--- src/rtl/acc_alu.sv ---
module acc_alu #(
  parameter int W = 8
) (
  input  logic         clk,
  input  logic         rst_n,
  input  logic         op_valid,
  input  logic [2:0]   op_code,
  input  logic         dest_acc,
  input  logic [W-1:0] file_in,
  output logic [W-1:0] acc_q,
  output logic [7:0]   status_q,
  output logic [W-1:0] wb_data,
  output logic         wb_valid
);
  localparam int NIB = W / 2;
  localparam int B_C = 0, B_DC = 1, B_Z = 2, B_OV = 3, B_N = 4;

  localparam logic [2:0] OP_ADD = 3'd0, OP_SUB = 3'd1, OP_AND = 3'd2,
                         OP_OR  = 3'd3, OP_XOR = 3'd4, OP_MOV = 3'd5;

  logic [W:0]     sum_w, dif_w;
  logic [NIB:0]   nsum_w, ndif_w;
  logic [W-1:0]   res;
  logic           arith, known, c_n, dc_n, ov_n;
  logic [4:0]     flags_n;

  assign sum_w  = {1'b0, acc_q} + {1'b0, file_in};
  assign dif_w  = {1'b0, file_in} - {1'b0, acc_q};
  assign nsum_w = {1'b0, acc_q[NIB-1:0]} + {1'b0, file_in[NIB-1:0]};
  assign ndif_w = {1'b0, file_in[NIB-1:0]} - {1'b0, acc_q[NIB-1:0]};

  assign arith = (op_code == OP_ADD) || (op_code == OP_SUB);
  assign known = op_code <= OP_MOV;

  always_comb begin
    res  = file_in;
    c_n  = status_q[B_C];
    dc_n = status_q[B_DC];
    ov_n = status_q[B_OV];
    case (op_code)
      OP_ADD: begin
        res  = sum_w[W-1:0];
        c_n  = sum_w[W];
        dc_n = nsum_w[NIB];
        ov_n = (acc_q[W-1] == file_in[W-1]) && (res[W-1] != acc_q[W-1]);
      end
      OP_SUB: begin
        res  = dif_w[W-1:0];
        c_n  = dif_w[W];
        dc_n = ndif_w[NIB];
        ov_n = (acc_q[W-1] != file_in[W-1]) && (res[W-1] != file_in[W-1]);
      end
      OP_AND:  res = acc_q & file_in;
      OP_OR:   res = acc_q | file_in;
      OP_XOR:  res = acc_q ^ file_in;
      default: res = file_in;
    endcase
  end

  assign flags_n = {res[W-1], ov_n, (res == '0), dc_n, c_n};

  always_ff @(posedge clk) begin
    if (!rst_n) begin
      acc_q    <= '0;
      status_q <= '0;
      wb_data  <= '0;
      wb_valid <= 1'b0;
    end else begin
      wb_valid <= op_valid && known && !dest_acc;
      if (op_valid && known) begin
        status_q <= {3'b000, flags_n};
        if (dest_acc) acc_q   <= res;
        else          wb_data <= res;
      end
    end
  end

  assert_unused_zero_R10: assert property (@(posedge clk) disable iff (!rst_n)
    status_q[7:5] == 3'b000);

  assert_logic_keeps_flags_R6: assert property (@(posedge clk) disable iff (!rst_n)
    (op_valid && known && !arith) |=>
      ($stable(status_q[B_C]) && $stable(status_q[B_DC]) && $stable(status_q[B_OV])));

  assert_zero_tracks_acc_R5: assert property (@(posedge clk) disable iff (!rst_n)
    (op_valid && known && dest_acc) |=> (status_q[B_Z] == (acc_q == '0)));

  assert_neg_tracks_acc_R5: assert property (@(posedge clk) disable iff (!rst_n)
    (op_valid && known && dest_acc) |=> (status_q[B_N] == acc_q[W-1]));

  assert_file_dest_keeps_acc_R7: assert property (@(posedge clk) disable iff (!rst_n)
    (op_valid && !dest_acc) |=> ($stable(acc_q) && (wb_valid == $past(known))));

  assert_idle_holds_R8: assert property (@(posedge clk) disable iff (!rst_n)
    (!op_valid || !known) |=> ($stable(acc_q) && $stable(status_q) && !wb_valid));
endmodule

--- config.mk ---
export PLATFORM = sky130hd
export DESIGN_NAME = acc_alu
export DESIGN_NICKNAME = d
export VERILOG_FILES = /design/src/rtl/acc_alu.sv
export SDC_FILE = /design/constraint.sdc
export NUM_CORES = 1
export LEC_CHECK = 0
export ABC_AREA = 1
export BUFFER_PORTS_ARGS = -buffer_cell sky130_fd_sc_hd__buf_4
export CORE_MARGIN = 8
export CORE_UTILIZATION = 30
export DETAILED_ROUTE_END_ITERATION = 12
export GPL_TIMING_DRIVEN = 0
export HOLD_SLACK_MARGIN = 0.15
export SYNTH_ARGS = -nofsm -noshare
export SYNTH_HDL_FRONTEND = slang
export SYNTH_SLANG_ARGS = --single-unit
--- constraint.sdc ---
create_clock -name clk -period 3.4 [get_ports clk]
set_input_delay 0.68 -clock clk [delete_from_list [all_inputs] [get_ports clk]]
set_output_delay 0.68 -clock clk [all_outputs]
set_load 0.02 [all_outputs]
Word level (Yosys, flattened, before mapping):

Index checks and enable logic that the tools add are counted.

* add/sub/neg operators: 4
* $lt $le $gt $ge: 1
* equal/unequal tests: 8
* multiplexer cells: 4
* bitwise gates (word level): 4
* reductions and logical operators: 11

Operators with widths (number)
* $pmux 8 s5: 1
* $add 8x8->9: 1
* $sub 8x8->9: 1
* $and 8x8->8: 1
* $logic_not 8->1: 1
* $or 8x8->8: 1
* $xor 8x8->8: 1
* $eq 3x2->1 const B: 2
* $pmux 1 s2: 3
* $reduce_and 2->1: 3
* $add 4x4->5: 1
* $sub 4x4->5: 1
* $logic_and 1x1->1: 4
* $eq 3x1->1 const B: 1
* $eq 3x3->1 const B: 1
* $le 3x3->1 const B: 1
* $logic_not 3->1: 1
* $ne 1x1->1: 3
* $reduce_bool 2->1: 1
* $eq 1x1->1: 1
* $logic_not 1->1: 1
* $not 1->1: 1

* register bits: 22
* input port bits: 15
* output and inout port bits: 25

Longest topological paths before layout:

Gate-level depths: netlist (run 1).

* word-level depth: 4
* depth in mapped cells: 16
* depth with buffers taken out: 15

Worst setup path before layout (run 1):

Ideal clock, no wire load.

* path type: input port to flip-flop
* start point: input port op_code[2]
* end point: register status_q[1]
* library setup time: 116 ps
* arrival: 2210 ps
* required time: 3284 ps
* path slack: 1075 ps
* stages on the path: 12
* buffers on the path: 1
* cells stage by stage: buf_4 inv_4 nand3_4 inv_2 or2_2 xor2_1 ha_1 nand2_1 o21ai_0 xor2_1 o21ai_0 inv_1

* cells in the longest elaborated chain, start to end: 3
* elaborated cells on any way between the ends: 7

RTL lines
* start: declaration: line 7 `input logic [2:0] op_code,`
* $le 3x3->1, or another cell as far along: line 33 `assign known = op_code <= OP_MOV;`
* $logic_and 1x1->1 or $reduce_bool 2->1 (tied branches)
* $reduce_and 2->1 (no line)
* end signal: assignment: line 71 `status_q <= {3'b000, flags_n};`
* end: declaration: line 11 `output logic [7:0] status_q,`

Several ways; a longest one is shown, not always the timed one.
A chain may end at the register's enable or synchronous reset.

Worst setup path in the final report (run 1):

Ends and elaborated chain as after synthesis.

==> results of run 1 <==
## state kept, by name (all words and copies together), names as in the netlist
register  cells
wb_data       8
status_q      5
acc_q         8
wb_valid      1
## final cells by class
type | count | area [sq um] | share of cell area, %
Tap cell | 102 | 128 | 4.60
Multi-Input combinational cell | 278 | 1550 | 56.0
Clock buffer | 4 | 55.1 | 1.99
Sequential cell | 22 | 440 | 15.9
Timing Repair Buffer | 34 | 255 | 9.21
Inverter | 67 | 256 | 9.26
Buffer | 12 | 85.1 | 3.07
## metrics by stage
| step | hold WS (ns) | worst slack, ns | total power, W |
|---|---|---|---|
| after floorplan | 0.540 | 1.07 | 0.000535 |
| after global placement | 0.464 | 0.593 | 0.000641 |
| after detailed placement | 0.472 | 0.569 | 0.000648 |
| after CTS | 0.485 | 0.845 | 0.000834 |
| after global routing | 0.524 | 0.659 | 0.000897 |
| final | 0.484 | 0.846 | 0.000829 |
## Yosys cell counts, types with 2 or more instances
cell,number
sky130_fd_sc_hd__o21ai_0,28
sky130_fd_sc_hd__inv_4,2
sky130_fd_sc_hd__inv_1,61
sky130_fd_sc_hd__nand2_2,5
sky130_fd_sc_hd__ha_1,28
sky130_fd_sc_hd__o31ai_1,2
sky130_fd_sc_hd__buf_2,2
sky130_fd_sc_hd__a21oi_1,32
sky130_fd_sc_hd__o21bai_1,2
sky130_fd_sc_hd__nand4_1,6
sky130_fd_sc_hd__nand2_1,80
sky130_fd_sc_hd__nor2_1,33
sky130_fd_sc_hd__xor2_1,4
sky130_fd_sc_hd__nand3_1,44
sky130_fd_sc_hd__dfxtp_1,22
sky130_fd_sc_hd__buf_4,8
sky130_fd_sc_hd__fa_1,2
sky130_fd_sc_hd__inv_2,4
sky130_fd_sc_hd__o21ai_1,2
## power by group
group	switching [W]	internal, W	total, W
registers	0.0000142	0.000274	0.000288
clock network	0.0000837	0.000103	0.000187
logic	0.000225	0.000129	0.000354
total	0.000323	0.000506	0.000829
## worst paths after layout
path | cells past startpoint | startpoint | endpoint | slack [ns]
setup / recovery | 13 | op_code[2] | status_q[1] | 0.85
hold / removal | 2 | status_q[2] | status_q[2] | 0.48
setup reg to reg | 10 | acc_q[1] | status_q[1] | 1.00
hold reg to reg | 2 | status_q[2] | status_q[2] | 0.48
## routing by layer
metal  vias up  part of all wire (%)  wire [microns]  GRT usage (%)
met2        45                    46            3100           20.6
met4         0                  0.97              66           2.38
met5         -                     0               0              0
met3         4                   3.7             249           1.86
met1      1104                    50            3390           17.0
li1       1285                     -               -              -
## logic make-up after synthesis
kind of cell	after synthesis	synth area share, %
xor+xnor	4	1.51
simple gates	173	32.7
other cells	1	0.161
flops	22	18.9
compound gates	68	15.3
buf+inv	79	14.7
fa+ha+maj	30	16.8
## worst max-delay path, delay by kind of cell
family	cells	cell delay [ns]
compound gates	2	0.34
xor+xnor	2	0.47
fa+ha+maj	1	0.28
buf+inv	5	0.52
simple gates	3	0.49
==> reports/qor.json, run 1 <==
{
  "run_status": {
    "run_status": "finished clean"
  },
  "layout": {
    "layout-drive-gt1-share_pct": 15.6,
    "layout.filler_cells": 867,
    "fin_cells": 519,
    "post-route-cell-area_sq_um": 2770,
    "area_growth_pct": 19.2,
    "postLayoutCoreUtil_pct": 36.4,
    "num-nets-final": 463,
    "antennaDiodeCount": 0,
    "layout_commonest_cell": "sky130_fd_sc_hd__nand2_1",
    "mostFrequentLayoutCells": "sky130_fd_sc_hd__nand2_1 (80), sky130_fd_sc_hd__inv_1 (61), sky130_fd_sc_hd__nand3_1 (44)"
  },
  "timing": {
    "maxSlewHeadroom_pct": 63.4,
    "finalClockSkew_ns": 0.00255,
    "timing.setup.tns_ns": 0,
    "final.period_utilization_pct": 75.1,
    "finalSetupViolations": 0,
    "finalCriticalPeriod_ns": 2.55,
    "fmaxAchievable_mhz": 391,
    "rsz0062_at_grt": "no",
    "worstMarginPinSlew_ns": 0.548,
    "timing_max_transition_violations_final": 0,
    "hold_viol": 0
  },
  "global_routing": {
    "vias_in_the_first_global_route": 2400,
    "grt_first_pass_wirelength_mm": 11.6,
    "antenna_found_initial": 0,
    "grt_util_overall_pct": 12.6,
    "largest_net_degree_at_the_start_of_global_routing": 13,
    "grt_remaining_overflow": 0
  },
  "logic_synthesis": {
    "syn-mean-instance-area_sq_um": 6.17,
    "synth_cell_type_count": 29,
    "synth.top_cells.by_area": "sky130_fd_sc_hd__dfxtp_1 (19%), sky130_fd_sc_hd__ha_1 (15%), sky130_fd_sc_hd__nand2_1 (13%)",
    "synth_flop_cell": "sky130_fd_sc_hd__dfxtp_1",
    "synth_top_area_cell": "sky130_fd_sc_hd__dfxtp_1",
    "synth_top_area_share_pct": 18.9,
    "synth_enable_flop_cells": 0,
    "ys_seq_area_share_pct": 18.9,
    "ys_ff_latch": 22,
    "post_syn_area_sq_um": 2330,
    "synth-warning-count": 0,
    "syn_inst": 377,
    "async_reset_ff_share_pct": 0
  },
  "route": {
    "first_iter_violations": 133,
    "drt-total-wl_mm": 6.81,
    "drc_violations_left": 0,
    "num_vias": 2438,
    "routedWlPerCell_microns": 13.1,
    "drt-pass1-iter-count": 6,
    "drt.antenna.violating_nets": 0,
    "post_drt_via_cell_ratio": 4.70
  },
  "floorplanning": {
    "num_io_pins": 40,
    "core_region_area_sq_um": 7610,
    "die_area_sq_um": 10800,
    "initial_utilization_pct": 30.6,
    "chip_width_microns": 104,
    "rows": 32,
    "die_y_microns": 104
  },
  "power_and_ir_drop": {
    "pwr_density_cell_nw_per_um2": 299,
    "ir_drop_mv": 0.175,
    "leakage_nw": 1.47
  },
  "clock_network": {
    "cts_max_path_buffers": 2,
    "cts-root-buf": "sky130_fd_sc_hd__clkbuf_8",
    "cts_inserted_buffers": 3,
    "h_tree_depth_reported_by_cts": 1,
    "clk_latency_ns": 0.26,
    "cts_sinks": 22,
    "post_cts_buffers": 0,
    "count_of_cells_resized_by_post_cts_repair": 0,
    "cts_hold_buf": 0,
    "clk_pin_slew_ns": 0.08,
    "clock_tree_from_tritoncts": "done"
  },
  "setup_path": {
    "timing.critical_path.fanout_max": 10,
    "critical_path.max_stage_delay_ns": 0.32,
    "critPathCaptureType": "flop",
    "crit_path_max_delay_cell_type": "sky130_fd_sc_hd__xor2_1",
    "worstSetupStartpointType": "primary input",
    "critical_path_required_ns": 3.61,
    "critical_setup_path_class": "primary input to flop",
    "crit_path_cell_trace": "buf_4 -> buf_4 -> inv_4 -> nand3_4 -> inv_2 -> or2_2 -> xor2_1 -> ha_1 -> nand2_1 -> o21ai_0 -> xor2_1 -> o21ai_0 -> inv_1",
    "cp.arrival_ns": 2.77
  },
  "placed_design": {
    "placed_standard_cell_area_sq_um": 2720,
    "cell_total_after_placement": 515,
    "dp_hpwl_mm": 5.63,
    "port_buffers": 34,
    "place_congestion": 0.893
  },
  "job": {
    "max-cap-violations": 0
  },
  "min_path": {
    "min-delay-path-class": "flop to flop"
  }
}
Power figures use the tool's default switching activity.
==> run 2, diff against run 1 <==
Clock period 3.4 ns to 2.44 ns, I/O delays scaled along.
==> reports/qor.json, run 2 (synthesized netlist as in run 1, its figures left out) <==
{
  "timing": {
    "timing.setup.tns_ns": 0,
    "timing_max_transition_violations_final": 0,
    "final.period_utilization_pct": 92.8,
    "finalClockSkew_ns": 0.00313,
    "hold_viol": 0,
    "finalSetupViolations": 0,
    "fmaxAchievable_mhz": 442,
    "worstMarginPinSlew_ns": 0.560,
    "rsz0062_at_grt": "no",
    "maxSlewHeadroom_pct": 62.5,
    "finalCriticalPeriod_ns": 2.26,
    "fin_ws_ns": 0.177
  },
  "run_status": {
    "run_status": "finished clean"
  },
  "route": {
    "drt-total-wl_mm": 6.80,
    "post_drt_via_cell_ratio": 4.69,
    "first_iter_violations": 165,
    "drc_violations_left": 0,
    "drt.antenna.violating_nets": 0,
    "num_vias": 2436,
    "routedWlPerCell_microns": 13.1,
    "drt-pass1-iter-count": 4
  },
  "floorplanning": {
    "die_area_sq_um": 10800,
    "num_io_pins": 40,
    "rows": 32,
    "core_region_area_sq_um": 7610,
    "initial_utilization_pct": 30.6,
    "chip_width_microns": 104,
    "die_y_microns": 104
  },
  "setup_path": {
    "timing.critical_path.fanout_max": 10,
    "worstRegToRegCells": 14,
    "worstSetupStartpointType": "primary input",
    "critical_path.max_stage_delay_ns": 0.28,
    "critical_path_required_ns": 2.60,
    "crit_path_cell_trace": "buf_4 -> buf_4 -> inv_4 -> nand3_4 -> o31ai_1 -> xor2_1 -> inv_1 -> ha_1 -> a21oi_1 -> o21ai_2 -> xor2_2 -> o21ai_0 -> inv_1",
    "cp.arrival_ns": 2.42,
    "crit_path_max_delay_cell_type": "sky130_fd_sc_hd__ha_1",
    "critical_setup_path_class": "primary input to flop",
    "critical_path.reg2reg.startpoint": "acc_q[0]",
    "critical_path_start": "op_code[2]",
    "critPathCaptureType": "flop"
  },
  "placed_design": {
    "dp_hpwl_mm": 5.63,
    "port_buffers": 34,
    "place_ws_ns": -0.199,
    "place_congestion": 0.893,
    "placed_standard_cell_area_sq_um": 2720
  },
  "clock_network": {
    "cts_max_path_buffers": 2,
    "clk_pin_slew_ns": 0.08,
    "cts-root-buf": "sky130_fd_sc_hd__clkbuf_8",
    "clock_tree_from_tritoncts": "done",
    "cts_sinks": 22,
    "cts_inserted_buffers": 3,
    "h_tree_depth_reported_by_cts": 1,
    "clk_latency_ns": 0.26
  },
  "layout": {
    "layout-drive-gt1-share_pct": 16.8,
    "layout.filler_cells": 863,
    "layout_commonest_cell": "sky130_fd_sc_hd__nand2_1",
    "area_growth_pct": 19.7,
    "num-nets-final": 463,
    "biggestRegsByFlops": "acc_q: 8 flops, wb_data: 8 flops, status_q: 5 flops",
    "mostFrequentLayoutCells": "sky130_fd_sc_hd__nand2_1 (80), sky130_fd_sc_hd__inv_1 (60), sky130_fd_sc_hd__nand3_1 (44)",
    "post-route-cell-area_sq_um": 2790,
    "antennaDiodeCount": 0,
    "postLayoutCoreUtil_pct": 36.6
  },
  "global_routing": {
    "grt_remaining_overflow": 0,
    "vias_in_the_first_global_route": 2400,
    "antenna_found_initial": 0,
    "grt_first_pass_wirelength_mm": 11.6,
    "grt_util_overall_pct": 12.6,
    "largest_net_degree_at_the_start_of_global_routing": 13
  },
  "min_path": {
    "timing.hold.worst_path_depth": 2,
    "timing.hold.worst.start": "status_q[2]",
    "min-delay-path-class": "flop to flop"
  },
  "power_and_ir_drop": {
    "total_power_draw_w": 0.00116,
    "leakage_nw": 1.47,
    "pwr_density_cell_nw_per_um2": 418,
    "ir_drop_mv": 0.244
  },
  "job": {
    "max-cap-violations": 0
  }
}
[run 2: cell counts in the layout (fill, tap and decap cells not counted)]
Identical to the previous run, type by type.
[run 2: worst paths after layout]
check / endpoint / slack, ns
worst max-delay path: status_q[1] / 0.18
worst min-delay path: status_q[2] / 0.48
worst max register to register: status_q[2] / 0.23
worst min register to register: status_q[2] / 0.48
[run 2: through the flow]
step / hold WS (ns) / instances
2_1_floorplan: 0.540 / 379
3_3_place_gp: 0.464 / 515
3_5_place_dp: 0.472 / 515
4_1_cts: 0.485 / 519
5_1_grt: 0.523 / 519
6_report: 0.485 / 519
[run 2: per-layer routing]
layer,up-vias,routed length [microns],track usage [%]
met5,-,0,0
met4,0,66,2.38
met3,4,270,1.86
met2,52,3060,20.6
met1,1101,3400,17.0
li1,1279,-,-
[run 2: power breakdown]
part / leakage (nW) / switching, W / internal (W)
Sequential: 0.181 / 0.0000201 / 0.000382
Combinational: 1.26 / 0.000319 / 0.000184
Clock: 0.0288 / 0.000116 / 0.000144
[run 2: what timing repair did]
action,CTS,global route
hold buffers,0,0
setup endpoints to repair,0,3
resized for setup,0,6
buffers inserted,0,0
hold endpoints to repair,0,0
[run 2: final cells by class]
cell class	count	area [sq um]	share of cell area [%]
Clock buffer	4	55.1	1.98
Multi-Input combinational cell	278	1560	56.1
Tap cell	102	128	4.58
Buffer	12	85.1	3.05
Inverter	67	256	9.21
Timing Repair Buffer	34	255	9.16
Sequential cell	22	443	15.9
[run 2: worst max-delay path, delay by kind of cell]
| kind | cells | cell delay (ns) |
|---|---|---|
| AO/OA/AOI/OAI | 4 | 0.60 |
| buffers and inverters | 5 | 0.50 |
| XOR/XNOR | 2 | 0.39 |
| adder cells (fa/ha/maj) | 1 | 0.28 |
| AND/OR/NAND/NOR | 1 | 0.16 |
==> run 3, diff against run 2 <==
Settings changed: CORE_UTILIZATION 30 to 57, PLACE_DENSITY set to 0.81.
==> reports/qor.json, run 3 (synthesized netlist as in run 1, its figures left out) <==
{
  "power_and_ir_drop": {
    "switching_share_pct": 36.9,
    "clockPowerShare_pct": 27.6,
    "switchingPower_w": 0.000457,
    "ir_drop_mv": 0.479,
    "pwr_density_cell_nw_per_um2": 454,
    "power_frac_seq_pct": 32.4,
    "total_power_draw_w": 0.00124,
    "design_internal_power_w": 0.000781,
    "leakage_nw": 1.48,
    "combPwrFrac_pct": 40.0
  },
  "timing": {
    "hold_viol": 0,
    "finalCriticalPeriod_ns": 2.29,
    "fmaxAchievable_mhz": 437,
    "finalClockSkew_ns": 0.0115,
    "maxSlewHeadroom_pct": 57.4,
    "rsz0062_at_grt": "no",
    "timing_max_transition_violations_final": 0,
    "finalSetupViolations": 0,
    "worstMarginPinSlew_ns": 0.637,
    "final.period_utilization_pct": 93.8,
    "hold_ws_ns": 0.495,
    "fin_ws_ns": 0.151
  },
  "floorplanning": {
    "die_y_microns": 79.9,
    "die_area_sq_um": 6380,
    "num_io_pins": 40,
    "core_region_area_sq_um": 3970,
    "initial_utilization_pct": 58.6,
    "rows": 23,
    "chip_width_microns": 79.9
  },
  "clock_network": {
    "cts_sinks": 22,
    "clk_pin_slew_ns": 0.08,
    "clock_tree_from_tritoncts": "done",
    "cts-root-buf": "sky130_fd_sc_hd__clkbuf_8",
    "cts_max_path_buffers": 2,
    "cts_inserted_buffers": 3,
    "h_tree_depth_reported_by_cts": 1,
    "clk_latency_ns": 0.27
  },
  "layout": {
    "postLayoutCoreUtil_pct": 68.7,
    "antennaDiodeCount": 0,
    "layout-drive-gt1-share_pct": 16.3,
    "layout.filler_cells": 381,
    "mostFrequentLayoutCells": "sky130_fd_sc_hd__nand2_1 (80), sky130_fd_sc_hd__inv_1 (61), sky130_fd_sc_hd__nand3_1 (44)",
    "layout_commonest_cell": "sky130_fd_sc_hd__nand2_1",
    "num-nets-final": 463,
    "area_growth_pct": 17.3,
    "biggestRegsByFlops": "acc_q: 8 flops, wb_data: 8 flops, status_q: 5 flops"
  },
  "setup_path": {
    "critical_setup_path_class": "flop to flop",
    "r2r-end": "status_q[2]",
    "timing.critical_path.fanout_max": 6,
    "crit_path_cell_trace": "ha_1 -> fa_1 -> or2_1 -> nand3_1 -> nand4_1 -> nor2_1 -> nand2_1 -> nor2_1 -> nand4_1 -> a21oi_1",
    "cp.arrival_ns": 2.50,
    "worstRegToRegCells": 10,
    "crit_path_max_delay_cell_type": "sky130_fd_sc_hd__fa_1",
    "reg2reg_setup_slack_ns": 0.15,
    "critical_path_required_ns": 2.65,
    "critical_path.max_stage_delay_ns": 0.47,
    "worstSetupStartpointType": "flop",
    "critPathCaptureType": "flop",
    "critical_path.reg2reg.startpoint": "acc_q[0]"
  },
  "route": {
    "drt.antenna.violating_nets": 0,
    "drc_violations_left": 0,
    "drt-total-wl_mm": 6.63,
    "drt-pass1-iter-count": 5,
    "num_vias": 2526,
    "routedWlPerCell_microns": 14.2,
    "first_iter_violations": 220,
    "post_drt_via_cell_ratio": 5.41
  },
  "global_routing": {
    "antenna_found_initial": 0,
    "largest_net_degree_at_the_start_of_global_routing": 14,
    "grt_first_pass_wirelength_mm": 10.8,
    "grt_util_overall_pct": 20.8,
    "vias_in_the_first_global_route": 2330,
    "grt_remaining_overflow": 0
  },
  "min_path": {
    "timing.hold.worst.start": "status_q[2]",
    "min-delay-path-class": "flop to flop",
    "min_to": "status_q[2]",
    "timing.hold.worst_path_depth": 2
  },
  "job": {
    "max-cap-violations": 0
  },
  "placed_design": {
    "dp_hpwl_mm": 5.20,
    "place_congestion": 0.929,
    "port_buffers": 34,
    "place_ws_ns": -0.0636
  },
  "run_status": {
    "run_status": "finished clean"
  }
}
run 3: cell types whose count changed in the layout (fill, tap and decap cells not counted):
| cell | change |
|---|---|
| sky130_fd_sc_hd__inv_1 | +1 |
| sky130_fd_sc_hd__clkbuf_8 | -1 |
| sky130_fd_sc_hd__bufinv_16 | +1 |
| sky130_fd_sc_hd__o21ai_0 | +1 |
| sky130_fd_sc_hd__nor2_2 | +1 |
| sky130_fd_sc_hd__nor2_1 | -1 |
| sky130_fd_sc_hd__o21ai_2 | -1 |
| sky130_fd_sc_hd__inv_2 | -1 |
| sky130_fd_sc_hd__xor2_2 | -1 |
| sky130_fd_sc_hd__xor2_1 | +1 |
run 3: layout make-up:
cell class	count	area [sq um]	share of cell area, %
multi-input combinational	278	1550	57.0
clock buffer	3	41.3	1.51
buffer	12	85.1	3.12
clock inverter	1	30.0	1.10
tap	50	62.6	2.29
inverter	67	256	9.40
sequential	22	443	16.2
timing repair buffer	34	255	9.36
run 3: worst max path at each step:
stage | to | cells after the start | slack, ns | from
floorplan | status_q[1] | 10 | 0.25 | acc_q[1]
global placement | status_q[1] | 13 | -0.05 | op_code[2]
detailed placement | status_q[1] | 13 | -0.06 | op_code[2]
CTS | status_q[2] | 14 | 0.11 | acc_q[1]
global route | status_q[2] | 14 | 0.005 | acc_q[2]
finish | status_q[2] | 10 | 0.15 | acc_q[0]
run 3: what timing repair did:
item,CTS,global route
buffers inserted,0,0
endpoints found under the setup margin,0,1
gates resized for setup,0,3
hold buffers,0,0
run 3: layer usage:
layer / up-vias / track usage [%] / wire, microns
li1: 1284 / - / -
met1: 1124 / 26.7 / 2990
met2: 105 / 34.4 / 3100
met3: 13 / 1.80 / 387
met4: 0 / 8.91 / 144
met5: - / 0 / 0
run 3: per-stage QoR:
stage | cell area (sq um) | TNS [ns] | cells
5_1_grt | 2730 | 0 | 467
2_1_floorplan | 2330 | 0 | 379
3_5_place_dp | 2650 | -0.0890 | 463
6_report | 2730 | 0 | 467
3_3_place_gp | 2650 | -0.0496 | 463
4_1_cts | 2720 | 0 | 467
run 3: power groups by stage:
| stage | Clock (W) | Combinational [W] | Sequential (W) |
|---|---|---|---|
| 2_1_floorplan | 0 | 0.000313 | 0.000433 |
| 3_3_place_gp | 0 | 0.000475 | 0.000408 |
| 3_5_place_dp | 0 | 0.000483 | 0.000409 |
| 4_1_cts | 0.000344 | 0.000488 | 0.000401 |
| 5_1_grt | 0.000355 | 0.000550 | 0.000405 |
| 6_report | 0.000341 | 0.000495 | 0.000402 |
run 3: worst max-delay path: cells and delay by family, from the launching register on:
family	cells	cell delay, ns
and+or+nand+nor	7	1.02
adders and majority gates	2	0.74
DFF	1	0.36
AOI/OAI and AO/OA	1	0.12
